===== config.mk =====
export PLATFORM = sky130hd
export DESIGN_NAME = blkcopy_dma
export DESIGN_NICKNAME = d
export VERILOG_FILES = /design/src/rtl/blkdma_pkg.sv /design/src/rtl/blkdma_hostif.sv /design/src/rtl/blkdma_xfer.sv /design/src/rtl/blkcopy_dma.sv
export SDC_FILE = /design/constraint.sdc
export NUM_CORES = 1
export LEC_CHECK = 0
export ABC_CLOCK_PERIOD_IN_PS = 3250
export BUFFER_PORTS_ARGS = -buffer_cell sky130_fd_sc_hd__buf_2
export CORE_AREA = 2 2 558 560
export DETAILED_ROUTE_END_ITERATION = 10
export DIE_AREA = 0 0 560 562
export PLACE_DENSITY = 0.3
export SYNTH_ARGS = -nofsm -noshare
export SYNTH_HDL_FRONTEND = slang
export SYNTH_SLANG_ARGS = --single-unit

===== constraint.sdc =====
create_clock -name clk -period 3.25 [get_ports clk]
set_input_delay 0.1625 -clock clk [delete_from_list [all_inputs] [get_ports clk]]
set_output_delay 0.1625 -clock clk [all_outputs]
set_load 0.01 [all_outputs]

===== src/rtl/blkdma_pkg.sv =====
package blkdma_pkg;

    typedef enum logic [1:0] {
        XS_IDLE  = 2'd0,
        XS_RD    = 2'd1,
        XS_RWAIT = 2'd2,
        XS_WR    = 2'd3
    } xstate_e;

    typedef enum logic [1:0] {
        XM_NORM = 2'd0,
        XM_ZERO = 2'd1,
        XM_IMEM = 2'd2
    } xmode_e;

    localparam logic [3:0] RI_MAIN_HI = 4'd0;
    localparam logic [3:0] RI_MAIN_LO = 4'd1;
    localparam logic [3:0] RI_AUX_HI  = 4'd2;
    localparam logic [3:0] RI_AUX_LO  = 4'd3;
    localparam logic [3:0] RI_LEN_HI  = 4'd4;
    localparam logic [3:0] RI_LEN_LO  = 4'd5;
    localparam logic [3:0] RI_MAIN_W  = 4'd6;
    localparam logic [3:0] RI_AUX_W   = 4'd7;
    localparam logic [3:0] RI_LEN_W   = 4'd8;
    localparam logic [3:0] RI_CTRL    = 4'd9;
    localparam logic [3:0] RI_SIZE    = 4'd10;
    localparam logic [3:0] RI_MODE    = 4'd11;

endpackage


===== src/rtl/blkdma_hostif.sv =====
module blkdma_hostif
    import blkdma_pkg::*;
#(
    parameter int AW = 26,
    parameter int CB = 32
) (
    input  logic                 we,
    input  logic [3:0]           idx,
    input  logic [31:0]          wdata,
    input  logic [AW-$clog2(CB)-1:0] cur_main,
    input  logic [AW-$clog2(CB)-1:0] cur_aux,
    input  logic [AW-$clog2(CB)-1:0] cur_len,
    input  logic                 cur_dir,
    input  logic                 busy,
    input  logic                 mask,
    input  logic                 pend,
    input  logic [15:0]          size,
    output logic                 ld_en,
    output logic [AW-$clog2(CB)-1:0] ld_main,
    output logic [AW-$clog2(CB)-1:0] ld_aux,
    output logic [AW-$clog2(CB)-1:0] ld_len,
    output logic                 ld_dir,
    output logic                 start,
    output logic                 mask_we,
    output logic                 pend_clr,
    output logic                 size_we,
    output logic [31:0]          rdata
);
    localparam int OB  = $clog2(CB);
    localparam int FW  = AW - OB;
    localparam int LOW = 16 - OB;
    localparam int HIW = FW - LOW;

    logic unused_wbits;
    assign unused_wbits = ^wdata[30:AW];

    always_comb begin
        ld_en    = 1'b0;
        ld_main  = cur_main;
        ld_aux   = cur_aux;
        ld_len   = cur_len;
        ld_dir   = cur_dir;
        start    = 1'b0;
        mask_we  = 1'b0;
        pend_clr = 1'b0;
        size_we  = 1'b0;
        if (we && !busy) begin
            case (idx)
                RI_MAIN_HI: begin ld_en = 1'b1; ld_main[FW-1:LOW] = wdata[HIW-1:0]; end
                RI_MAIN_LO: begin ld_en = 1'b1; ld_main[LOW-1:0]  = wdata[15:OB];  end
                RI_AUX_HI:  begin ld_en = 1'b1; ld_aux[FW-1:LOW]  = wdata[HIW-1:0]; end
                RI_AUX_LO:  begin ld_en = 1'b1; ld_aux[LOW-1:0]   = wdata[15:OB];  end
                RI_LEN_HI: begin
                    ld_en = 1'b1;
                    ld_len[FW-1:LOW] = wdata[HIW-1:0];
                    ld_dir = wdata[15];
                end
                RI_LEN_LO: begin ld_en = 1'b1; ld_len[LOW-1:0] = wdata[15:OB]; start = 1'b1; end
                RI_MAIN_W: begin ld_en = 1'b1; ld_main = wdata[AW-1:OB]; end
                RI_AUX_W:  begin ld_en = 1'b1; ld_aux  = wdata[AW-1:OB]; end
                RI_LEN_W: begin
                    ld_en  = 1'b1;
                    ld_len = wdata[AW-1:OB];
                    ld_dir = wdata[31];
                    start  = 1'b1;
                end
                default: ;
            endcase
        end
        if (we) begin
            case (idx)
                RI_CTRL: begin mask_we = 1'b1; pend_clr = wdata[1]; end
                RI_SIZE: size_we = 1'b1;
                default: ;
            endcase
        end
    end

    always_comb begin
        rdata = '0;
        case (idx)
            RI_MAIN_HI: rdata[HIW-1:0] = cur_main[FW-1:LOW];
            RI_MAIN_LO: rdata[15:OB]   = cur_main[LOW-1:0];
            RI_AUX_HI:  rdata[HIW-1:0] = cur_aux[FW-1:LOW];
            RI_AUX_LO:  rdata[15:OB]   = cur_aux[LOW-1:0];
            RI_LEN_HI: begin
                rdata[HIW-1:0] = cur_len[FW-1:LOW];
                rdata[15]      = cur_dir;
            end
            RI_LEN_LO:  rdata[15:OB]   = cur_len[LOW-1:0];
            RI_MAIN_W:  rdata[AW-1:OB] = cur_main;
            RI_AUX_W:   rdata[AW-1:OB] = cur_aux;
            RI_LEN_W: begin
                rdata[AW-1:OB] = cur_len;
                rdata[31]      = cur_dir;
            end
            RI_CTRL:    rdata[2:0]  = {busy, pend, mask};
            RI_SIZE:    rdata[15:0] = size;
            RI_MODE:    rdata[0]    = 1'b1;
            default:    rdata = '0;
        endcase
    end
endmodule


===== src/rtl/blkdma_xfer.sv =====
module blkdma_xfer
    import blkdma_pkg::*;
#(
    parameter int AW = 26,
    parameter int CB = 32,
    parameter int unsigned AUX_BYTES  = 32'h0100_0000,
    parameter int unsigned MAGIC_MAIN = 32'h0100_0000
) (
    input  logic                 clk,
    input  logic                 rst_n,
    input  logic                 ld_en,
    input  logic [AW-$clog2(CB)-1:0] ld_main,
    input  logic [AW-$clog2(CB)-1:0] ld_aux,
    input  logic [AW-$clog2(CB)-1:0] ld_len,
    input  logic                 ld_dir,
    input  logic                 start,
    output logic [AW-$clog2(CB)-1:0] main_o,
    output logic [AW-$clog2(CB)-1:0] aux_o,
    output logic [AW-$clog2(CB)-1:0] len_o,
    output logic                 dir_o,
    output logic                 busy_o,
    output logic                 done_o,
    output logic                 mm_valid,
    output logic                 mm_we,
    output logic [AW-1:0]        mm_addr,
    output logic [CB*8-1:0]      mm_wdata,
    input  logic                 mm_ready,
    input  logic                 mm_rvalid,
    input  logic [CB*8-1:0]      mm_rdata,
    output logic                 ax_valid,
    output logic                 ax_we,
    output logic [AW-1:0]        ax_addr,
    output logic [CB*8-1:0]      ax_wdata,
    input  logic                 ax_ready,
    input  logic                 ax_rvalid,
    input  logic [CB*8-1:0]      ax_rdata,
    output logic                 im_valid,
    output logic [AW-1:0]        im_addr,
    output logic [CB*8-1:0]      im_wdata,
    input  logic                 im_ready
);
    localparam int OB  = $clog2(CB);
    localparam int FW  = AW - OB;
    localparam int RW  = FW + 2;
    localparam int CW  = CB * 8;
    localparam int AW1 = AW + 1;
    localparam logic [AW:0]   AUX_L   = AW1'(AUX_BYTES);
    localparam logic [FW-1:0] MAGIC_F = FW'(MAGIC_MAIN >> OB);

    typedef struct packed {
        xstate_e       st;
        xmode_e        mode;
        logic [FW-1:0] main;
        logic [FW-1:0] aux;
        logic [FW-1:0] len;
        logic          dir;
        logic [FW-1:0] imx;
        logic [RW-1:0] rem;
        logic [CW-1:0] dat;
        logic          done;
    } xreg_t;

    xreg_t r_q, r_d;
    logic src_main, dst_main, dst_aux;
    logic src_rdy, src_rv, dst_rdy;
    logic [CW-1:0] src_rd;
    logic [RW-1:0] togo;

    always_comb begin
        r_d      = r_q;
        r_d.done = 1'b0;
        src_main = !(r_q.mode == XM_NORM && r_q.dir);
        dst_aux  = (r_q.mode == XM_NORM) && !r_q.dir;
        dst_main = (r_q.mode == XM_ZERO) || (r_q.mode == XM_NORM && r_q.dir);
        src_rdy  = src_main ? mm_ready  : ax_ready;
        src_rv   = src_main ? mm_rvalid : ax_rvalid;
        src_rd   = src_main ? mm_rdata  : ax_rdata;
        dst_rdy  = dst_main ? mm_ready : (dst_aux ? ax_ready : im_ready);
        togo     = (r_q.mode == XM_IMEM) ? r_q.rem : RW'(r_q.len);
        case (r_q.st)
            XS_IDLE: begin
                if (ld_en) begin
                    r_d.main = ld_main;
                    r_d.aux  = ld_aux;
                    r_d.len  = ld_len;
                    r_d.dir  = ld_dir;
                end
                if (start) begin
                    if (!ld_dir && ld_main == MAGIC_F && ld_aux == '0) begin
                        r_d.mode = XM_IMEM;
                        r_d.rem  = {ld_len, 2'b00};
                        r_d.len  = '0;
                        r_d.imx  = '0;
                        if (ld_len == '0) r_d.done = 1'b1;
                        else              r_d.st   = XS_RD;
                    end else if ({1'b0, ld_aux, {OB{1'b0}}} >= AUX_L) begin
                        if (ld_dir) begin
                            r_d.mode = XM_ZERO;
                            if (ld_len == '0) r_d.done = 1'b1;
                            else              r_d.st   = XS_WR;
                        end
                    end else begin
                        r_d.mode = XM_NORM;
                        if (ld_len == '0) r_d.done = 1'b1;
                        else              r_d.st   = XS_RD;
                    end
                end
            end
            XS_RD: if (src_rdy) r_d.st = XS_RWAIT;
            XS_RWAIT: begin
                if (src_rv) begin
                    r_d.dat = src_rd;
                    r_d.st  = XS_WR;
                end
            end
            XS_WR: begin
                if (dst_rdy) begin
                    r_d.main = r_q.main + 1'b1;
                    if (r_q.mode == XM_NORM) r_d.aux = r_q.aux + 1'b1;
                    if (r_q.mode == XM_IMEM) begin
                        r_d.imx = r_q.imx + 1'b1;
                        r_d.rem = r_q.rem - 1'b1;
                    end else begin
                        r_d.len = r_q.len - 1'b1;
                    end
                    if (togo == RW'(1)) begin
                        r_d.st   = XS_IDLE;
                        r_d.done = 1'b1;
                    end else begin
                        r_d.st = (r_q.mode == XM_ZERO) ? XS_WR : XS_RD;
                    end
                end
            end
            default: r_d.st = XS_IDLE;
        endcase
    end

    always_ff @(posedge clk or negedge rst_n) begin
        if (!rst_n) r_q <= '0;
        else        r_q <= r_d;
    end

    assign main_o   = r_q.main;
    assign aux_o    = r_q.aux;
    assign len_o    = r_q.len;
    assign dir_o    = r_q.dir;
    assign busy_o   = (r_q.st != XS_IDLE);
    assign done_o   = r_q.done;

    assign mm_valid = (r_q.st == XS_RD && src_main) || (r_q.st == XS_WR && dst_main);
    assign mm_we    = (r_q.st == XS_WR);
    assign mm_addr  = {r_q.main, {OB{1'b0}}};
    assign mm_wdata = (r_q.mode == XM_ZERO) ? '0 : r_q.dat;
    assign ax_valid = (r_q.st == XS_RD && !src_main) || (r_q.st == XS_WR && dst_aux);
    assign ax_we    = (r_q.st == XS_WR);
    assign ax_addr  = {r_q.aux, {OB{1'b0}}};
    assign ax_wdata = r_q.dat;
    assign im_valid = (r_q.st == XS_WR) && (r_q.mode == XM_IMEM);
    assign im_addr  = {r_q.imx, {OB{1'b0}}};
    assign im_wdata = r_q.dat;

    AST_ONE_PORT: assert property (@(posedge clk) disable iff (!rst_n)
        $onehot0({mm_valid, ax_valid, im_valid}));
    AST_MM_HOLD: assert property (@(posedge clk) disable iff (!rst_n)
        (mm_valid && !mm_ready) |=> (mm_valid && $stable(mm_addr) && $stable(mm_we)));
    AST_AX_HOLD: assert property (@(posedge clk) disable iff (!rst_n)
        (ax_valid && !ax_ready) |=> (ax_valid && $stable(ax_addr) && $stable(ax_we)));
    AST_AUX_IN_RANGE: assert property (@(posedge clk) disable iff (!rst_n)
        ax_valid |-> ({1'b0, ax_addr} < AUX_L));
    AST_DONE_IDLE: assert property (@(posedge clk) disable iff (!rst_n)
        done_o |-> !busy_o);
    AST_LEN_STEP: assert property (@(posedge clk) disable iff (!rst_n)
        (r_q.st == XS_WR && dst_rdy && r_q.mode == XM_NORM)
            |=> (len_o == FW'($past(len_o) - 1'b1) && $stable(dir_o)));
endmodule


===== src/rtl/blkcopy_dma.sv =====
module blkcopy_dma
    import blkdma_pkg::*;
#(
    parameter int AW = 26,
    parameter int CB = 32,
    parameter int unsigned AUX_BYTES  = 32'h0100_0000,
    parameter int unsigned MAGIC_MAIN = 32'h0100_0000
) (
    input  logic              clk,
    input  logic              rst_n,
    input  logic              reg_we,
    input  logic [3:0]        reg_idx,
    input  logic [31:0]       reg_wdata,
    output logic [31:0]       reg_rdata,
    output logic              irq_o,
    output logic              mm_valid,
    output logic              mm_we,
    output logic [AW-1:0]     mm_addr,
    output logic [CB*8-1:0]   mm_wdata,
    input  logic              mm_ready,
    input  logic              mm_rvalid,
    input  logic [CB*8-1:0]   mm_rdata,
    output logic              ax_valid,
    output logic              ax_we,
    output logic [AW-1:0]     ax_addr,
    output logic [CB*8-1:0]   ax_wdata,
    input  logic              ax_ready,
    input  logic              ax_rvalid,
    input  logic [CB*8-1:0]   ax_rdata,
    output logic              im_valid,
    output logic [AW-1:0]     im_addr,
    output logic [CB*8-1:0]   im_wdata,
    input  logic              im_ready
);
    localparam int FW = AW - $clog2(CB);

    typedef struct packed {
        logic        mask;
        logic        pend;
        logic [15:0] size;
    } treg_t;

    treg_t t_q, t_d;

    logic [FW-1:0] cur_main, cur_aux, cur_len, ld_main, ld_aux, ld_len;
    logic cur_dir, ld_dir, ld_en, start, busy, done;
    logic mask_we, pend_clr, size_we;

    blkdma_hostif #(.AW(AW), .CB(CB)) u_host (
        .we(reg_we), .idx(reg_idx), .wdata(reg_wdata),
        .cur_main(cur_main), .cur_aux(cur_aux), .cur_len(cur_len), .cur_dir(cur_dir),
        .busy(busy), .mask(t_q.mask), .pend(t_q.pend), .size(t_q.size),
        .ld_en(ld_en), .ld_main(ld_main), .ld_aux(ld_aux), .ld_len(ld_len), .ld_dir(ld_dir),
        .start(start), .mask_we(mask_we), .pend_clr(pend_clr), .size_we(size_we),
        .rdata(reg_rdata)
    );

    blkdma_xfer #(.AW(AW), .CB(CB), .AUX_BYTES(AUX_BYTES), .MAGIC_MAIN(MAGIC_MAIN)) u_xfer (
        .clk(clk), .rst_n(rst_n),
        .ld_en(ld_en), .ld_main(ld_main), .ld_aux(ld_aux), .ld_len(ld_len), .ld_dir(ld_dir),
        .start(start),
        .main_o(cur_main), .aux_o(cur_aux), .len_o(cur_len), .dir_o(cur_dir),
        .busy_o(busy), .done_o(done),
        .mm_valid(mm_valid), .mm_we(mm_we), .mm_addr(mm_addr), .mm_wdata(mm_wdata),
        .mm_ready(mm_ready), .mm_rvalid(mm_rvalid), .mm_rdata(mm_rdata),
        .ax_valid(ax_valid), .ax_we(ax_we), .ax_addr(ax_addr), .ax_wdata(ax_wdata),
        .ax_ready(ax_ready), .ax_rvalid(ax_rvalid), .ax_rdata(ax_rdata),
        .im_valid(im_valid), .im_addr(im_addr), .im_wdata(im_wdata), .im_ready(im_ready)
    );

    always_comb begin
        t_d = t_q;
        if (mask_we)  t_d.mask = reg_wdata[0];
        if (size_we)  t_d.size = reg_wdata[15:0];
        if (pend_clr) t_d.pend = 1'b0;
        if (done)     t_d.pend = 1'b1;
    end

    always_ff @(posedge clk or negedge rst_n) begin
        if (!rst_n) t_q <= '0;
        else        t_q <= t_d;
    end

    assign irq_o = t_q.pend & t_q.mask;

    AST_PEND_ON_DONE: assert property (@(posedge clk) disable iff (!rst_n)
        done |=> t_q.pend);
    AST_LOCK_WHEN_BUSY: assert property (@(posedge clk) disable iff (!rst_n)
        busy |-> (!ld_en && !start));
endmodule


---- Yosys cells after proc, flatten, opt, wreduce, memory -nomap -nowiden ----
Cells that the tools add are included.
cells by class
  add/subtract/negate cells ............... 5
  magnitude comparators ................... 1
  equal/unequal tests ..................... 30
  muxes and demuxes ....................... 70
  bitwise logic cells ..................... 1
  reduce and logical (&&, ||, !) cells .... 37
operators with widths
  cell                   number
  $mux 256               2
  $mux 44                4
  $mux 21                7
  $pmux 63 s2            1
  $pmux 44 s2            1
  $mux 64                1
  $add 21x1->21 const B  3
  $mux 63                1
  $pmux 10 s2            3
  $logic_not 21->1       2
  $pmux 5 s7             1
  $mux 11                3
  $pmux 10 s3            1
  $ge 26x25->1 const B   1
  $mux 1                 25
  $eq 23x1->1 const B    1
  $mux 23                1
  $sub 23x1->23 const B  1
  $eq 21x20->1 const B   1
  $sub 21x1->21 const B  1
  $pmux 5 s4             1
  $eq 4x3->1 const B     4
  $eq 4x4->1 const B     4
  $mux 4                 4
  29 further kinds       70
storage, ports and cells
  flip-flop bits (word level) ............. 387
  word-level logic and storage cells ...... 157

---- Logic depth before layout (Yosys ltp) ----
  word-level depth ........................ 11
  gate-level depth with buffers ........... 12
  mapped depth without buffers ............ 9

---- Cells and area by module ----
From an unflattened synthesis, not the netlist that was laid out.
unflattened totals
  cell total of the unflattened synthesis .. 3,530
  area total of the unflattened synthesis .. 28,140.7 um2
modules (own cells, without submodules)
  module         times used  cells an instance  area each (um2)  sequential area each (um2)
  blkdma_xfer    1           3,195              25,111.6         9,233.9
  blkdma_hostif  1           295                2,301.0          0.0
  blkcopy_dma    1           40                 728.2            450.4

---- Worst setup path after synthesis ----
OpenSTA, ideal clock, no wires.
  kind .................................... reg2reg
  from .................................... register u_xfer.r_q[367] (netlist name)
  to ...................................... register u_xfer.r_q[262] (netlist name)
  setup time .............................. 132 ps
  arrival ................................. 2,922 ps
  data required time ...................... 3,118 ps
  setup slack ............................. 196 ps
  stages on the path, launching flop included .. 11
  clock period less this slack ............ 3,054 ps
  cells stage by stage .................... dfrtp_1 inv_1 ha_1 nand3b_1 a21oi_2 mux2_1 or3b_1 o41a_1 buf_2 o31ai_1 o21ai_1
between the ends
  word-level cells in the longest chain between the ends .. 9
  elaborated cells on any way between the ends .. 24
  those cells by class .................... eq/ne (6); mux (8); reduce/logical (10)
RTL lines
  item                                                    line                 text
  start, declared                                         blkdma_xfer.sv:63    xreg_t r_q, r_d;
  start signal, assigned                                  blkdma_xfer.sv:140   else r_q <= r_d;
  $reduce_bool 2->1                                       blkdma_xfer.sv:147   assign busy_o = (r_q.st != XS_IDLE);
  $logic_not 1->1                                         blkdma_hostif.sv:47  if (we && !busy) begin
  $logic_and 1x1->1                                       blkdma_hostif.sv:47
  $mux 21 / $mux 1 (equally long branches)                blkdma_hostif.sv:47
  $eq 21x20->1 / $logic_not 1->1 (equally long branches)  blkdma_xfer.sv:89    if (!ld_dir && ld_main == MAGIC_F && ld_aux == '0) begin
  $logic_and 1x1->1 (2 in a row)                          blkdma_xfer.sv:89
  $ne 2x1->1 (no line)                                    --
  $reduce_and 5->1 (no line)                              --
Several ways; a longest one is shown, not always the timed one. The select of a mux whose other input is x is not followed.
A chain may end at the register's enable or synchronous reset.

---- Final worst setup path ----
  from .................................... register u_xfer.r_q[367] (netlist name)
  to ...................................... register u_xfer.r_q (netlist bit u_xfer.im_addr[16])
The elaborated chain is that of the path after synthesis.

==> impl_summary.md <==
Place
The wire-length estimate of the detail-placed layout is 243000 microns. Prior to clock tree synthesis, the placed netlist has a worst setup slack of -264 ps. The count of buffers added on input and output ports is about 1400. The routability congestion estimate is between 0.9 and 1.

In this run the cell area measured after placement is approximately 37000 sq um.

Synth
The multiplexer share of the synthesized area is about 1.4%. The xor and xnor area share after synthesis is 0%. The synthesized-area fraction occupied by and/or/nand/nor cells is about 25%. The cell area that synthesis handed to floorplanning was between 20000 and 30000 sq um. After synthesis, flip-flops and latches occupy between 30% and 40% of the total area. Synthesis inferred 387 register bits. After synthesis, the largest family of logic cells by area is simple AND/OR/NAND/NOR gates. After technology mapping, the gate count stands at around 3600. Averaged over all synthesized cells, the footprint is 7.75 sq um. The number of distinct library cells after synthesis is 85. The area share of fa/ha/maj cells after synthesis is less than 1%. The number of synthesized flops with an enable pin is 0. The Yosys step of the flow raised 0 warnings.

The most used flip-flop cell after synthesis is dfrtp_1. The post-synthesis compound-gate area fraction is 18.2%. Of all flip-flops after synthesis, the portion carrying an async set or reset was 100%.

Global route
Entering global routing, the biggest net connects roughly 190 pins. Summed over all layers, the global routing overflow is 0. The global-route wire length before repair is approximately 360000 microns.

The initial antenna violation count was roughly 130. The number of global-route vias before repair came to between 30000 and 40000. The aggregate global-route resource usage is about 17%.

Setup path
The largest fanout on the critical path is 7. The setup path with the least slack is of type register to register. The launching point of the worst reg2reg path is u_xfer.r_q[367]. The data arrival time of the critical path is approximately 3800 ps. For the worst setup path, the data required time is approximately 4000 ps.

The number of buffers and inverters on the critical path is 6. The end of the critical path is u_xfer.im_addr[16]. The worst register-to-register path has a depth of 13. The capturing point of the worst reg2reg path is u_xfer.im_addr[16]. The highest-delay cell along the critical path is o41a_1. The cell seen most often among critical-path stages is buf_4.

The critical path goes through inv_2, ha_4, nand3b_1, buf_4, or2_4, o41a_1, buf_4, o41ai_4, buf_4, nand2_4, buf_8, clkbuf_16, o221ai_2. The launch point of the critical path is u_xfer.r_q[367]. Broken down by cell family, the worst path's largest delay share belongs to buffers and inverters.

The worst setup path is launched from a register. The logic depth of the worst path, buffers included is 13. The largest stage delay on the critical path is 430 ps.

STA classifies the critical path endpoint as a register. In this run the register-to-register setup slack is slightly below 80 ps.

Run status
The flow ran to the end, and the final reports show no timing, DRC or antenna violations.

Power
The power density over the cells is around 1000 nW/um^2. The clock network accounts for between 15 and 20% of the total power. Per report_power, the combinational group accounts for around 58% of the total.

The switching power is around 26 mW. Across the VDD grid, the largest voltage drop is between 0.3 and 0.4 mV. In this run switching power makes up between 50% and 60% of total power.

The cell-internal power is roughly 20 mW. In this run, flip-flops and latches consume about a quarter of the power. The leakage dissipation is slightly below 20 nW.

Routing
The residual antenna-violating net count after detailed routing is 0. The number of vias after detailed routing is 33900. The number of optimization iterations in the first detailed-route pass is 7. The total wirelength of the detailed-routed design is ~290000 microns. The post-detailed-route via-to-cell ratio is ~3.7. The first-iteration detailed-routing DRC count is about 3000.

The residual DRC count is 0. Dividing the detail-routed wire length by the instance count gives around 31 microns.

Worst hold path
The type of the tightest min-delay check is input port to asynchronous set/reset pin.

Clock network
The clock passes through at most 3 buffers. The later pin in the worst-skew pair is clocked with a latency of about 750 ps. The H-tree generated during clock tree synthesis spans 2 levels. TritonCTS built the clock tree. The number of sinks handled by clock tree synthesis is approximately 390.

The clock transition at the registers of the reported paths is roughly 60 ps. The total clock buffers created by CTS is 61. Clock tree synthesis selected as its root buffer the cell clkbuf_16.

STA
The count of endpoints failing setup in the final report is 0. The post-route clock skew is around 40 ps. Setup repair after global routing could not meet its margin everywhere. The top achievable clock speed is roughly 0.32 GHz. For the pin with the worst max-slew slack, the measured transition is 1070 ps. The worst slew margin relative to its limit is 28.5%. Setup slack closes at 77.1 ps.

The worst path uses 97.6% of the clock period. The hold violation total from the final report came to 0. The final max-slew violation count is 0. The minimum period implied by the final worst setup slack is roughly 3200 ps.

Flow run
The number of maximum-capacitance violations is 0.

Finish
The design area is 44700 sq um. The fraction of final layout cells sized beyond drive strength 1 is 36.0%. The total of fill cells in the finished design is around 36000. Compared with the post-synthesis result, the final layout area differs by 59.2%. The count of nets after finishing is approximately 5600.

Floorplan
The I/O pin count is between 1000 and 1500. The die outline height is ~560 microns. The floorplan step defined a die boundary enclosing roughly 310000 sq um. The standard-cell row count is ~200.

From left edge to right edge, the die measures roughly 560 microns. For this configuration, the core starts out at a cell density of ~9.1%. After floorplanning, the core was sized to cover a little over 300000 sq um.
[power by group through the flow]
stage	Combinational (mW)	Sequential, mW	Clock (mW)
floorplan	15.4	8.29	0
global placement	26.2	12.3	0
detailed placement	26.0	12.4	0
CTS	27.2	12.3	7.53
global route	28.7	12.3	7.63
finish	26.7	12.2	7.21
[cell families (layout without fill, tap and decap cells)]
kind of cell             count (synthesis)  in the layout
multiplexers                            37             37
adder cells (fa/ha/maj)                 10             10
buffers and inverters                  904           2345
AND/OR/NAND/NOR                       1522           1522
flip-flops                             387            387
other                                    1             49
AO/OA/AOI/OAI                          760            760
[metrics by stage]
stage | std cells | utilization (%) | total power [mW] | hold WS [ps] | setup TNS, ps
final | 9230 | 14.5 | 46.1 | 60.8 | 0
after CTS | 9189 | 14.4 | 47.1 | 4.28 | 0
after floorplan | 3640 | - | 23.6 | -133 | 0
after detailed placement | 8545 | 12.0 | 38.4 | 237 | -8750
after global placement | 8545 | 12.0 | 38.4 | 233 | -10190
after global routing | 9206 | 14.5 | 48.6 | 37.3 | -1040
[flip-flops by register name (all words and copies together), names as in the netlist]
signal,count
u_xfer.main_o,21
u_xfer.im_addr,21
u_xfer.dir_o,1
u_xfer.ax_wdata,256
t_q,18
u_xfer.len_o,21
u_xfer.done_o,1
u_xfer.aux_o,21
u_xfer.r_q,27
[timing repair]
item,4_1_cts,5_1_grt
hold buffers,533,0
setup buffers,0,11
cloned,0,1
endpoints found under the hold margin,449,0
endpoints found under the setup margin,49,47
pin swaps,5,7
resized for setup,5,20
[synthesized netlist by cell type, drive strengths merged (10+ instances only)]
| cell | number | area share (%) |
|---|---|---|
| nand2b | 15 | 0.33 |
| and3 | 27 | 0.60 |
| dfrtp | 387 | 34 |
| nand3 | 47 | 0.84 |
| inv | 51 | 0.68 |
| clkbuf | 227 | 3.0 |
| and2 | 266 | 5.9 |
| nor4 | 23 | 0.56 |
| nand4 | 13 | 0.34 |
| ha | 10 | 0.45 |
| nor2 | 360 | 4.8 |
| o22a | 10 | 0.31 |
| buf | 626 | 17 |
| a21oi | 95 | 1.7 |
| a222oi | 26 | 0.93 |
| nand3b | 24 | 0.64 |
| nor3b | 12 | 0.34 |
| o31ai | 27 | 0.72 |
| o21ai | 152 | 2.7 |
| a31oi | 283 | 6.3 |
| nor3 | 48 | 0.87 |
| or4 | 10 | 0.27 |
| a22oi | 21 | 0.56 |
| o22ai | 22 | 0.49 |
| nand2 | 638 | 8.5 |
| o221ai | 26 | 1.1 |
| mux2i | 24 | 0.86 |
| mux2 | 13 | 0.52 |
[cell type report]
| cell class | instances | area [sq um] | area share (%) |
|---|---|---|---|
| clock inverter | 31 | 364 | 0.815 |
| multi-input combinational | 2349 | 12900 | 28.9 |
| tap | 4120 | 5150 | 11.5 |
| clock buffer | 80 | 1710 | 3.82 |
| sequential | 387 | 9680 | 21.7 |
| antenna | 29 | 72.6 | 0.162 |
| inverter | 51 | 191 | 0.429 |
| timing repair buffer | 2183 | 14600 | 32.7 |
[layer usage]
metal | GRT usage (%) | up-vias | wire, microns
li1 | - | 14700 | -
met2 | 30.2 | 1723 | 140000
met4 | 4.42 | 22 | 8170
met5 | 0 | - | 146
met3 | 4.30 | 289 | 21300
met1 | 21.2 | 17100 | 117000
[worst min-delay path by stage]
stage / startpoint / to / slack (ps) / depth (start not counted)
2_1_floorplan: rst_n / t_q[0] / -130 / 0
3_3_place_gp: rst_n / u_xfer.len_o[9] / 230 / 1
3_5_place_dp: rst_n / u_xfer.len_o[9] / 240 / 1
4_1_cts: rst_n / u_xfer.len_o[9] / 4 / 2
5_1_grt: rst_n / u_xfer.len_o[9] / 40 / 2
6_report: rst_n / u_xfer.len_o[9] / 60 / 2
[layout by cell type, fill, tap and decap left out, drive strengths merged, types with 10 or more instances in the layout]
cell         instances
nor2               360
dfrtp              387
and3                27
mux2                13
buf               1649
dlygate4sd3        533
ha                  10
nor3                48
or4                 10
o22ai               22
conb                20
clkbuf              81
clkinv              15
diode               29
nand2              638
a22oi               21
a222oi              26
nand4               13
nand3b              24
nor4                23
inv                 54
mux2i               24
o21ai              152
nand3               47
a21oi               95
o221ai              26
o31ai               27
a31oi              283
nor3b               12
and2               266
o22a                10
nand2b              15
[worst register-to-register path: stages (launching register included)]
cell       delay, ps
dfrtp_1          390
inv_2             80
ha_4             200
nand3b_1         210
buf_4            210
or2_4            230
o41a_1           430
buf_4            170
o41ai_4          400
buf_4            220
nand2_4           70
buf_8            180
clkbuf_16        170
o221ai_2         130
(Power assumes the default switching activity.)
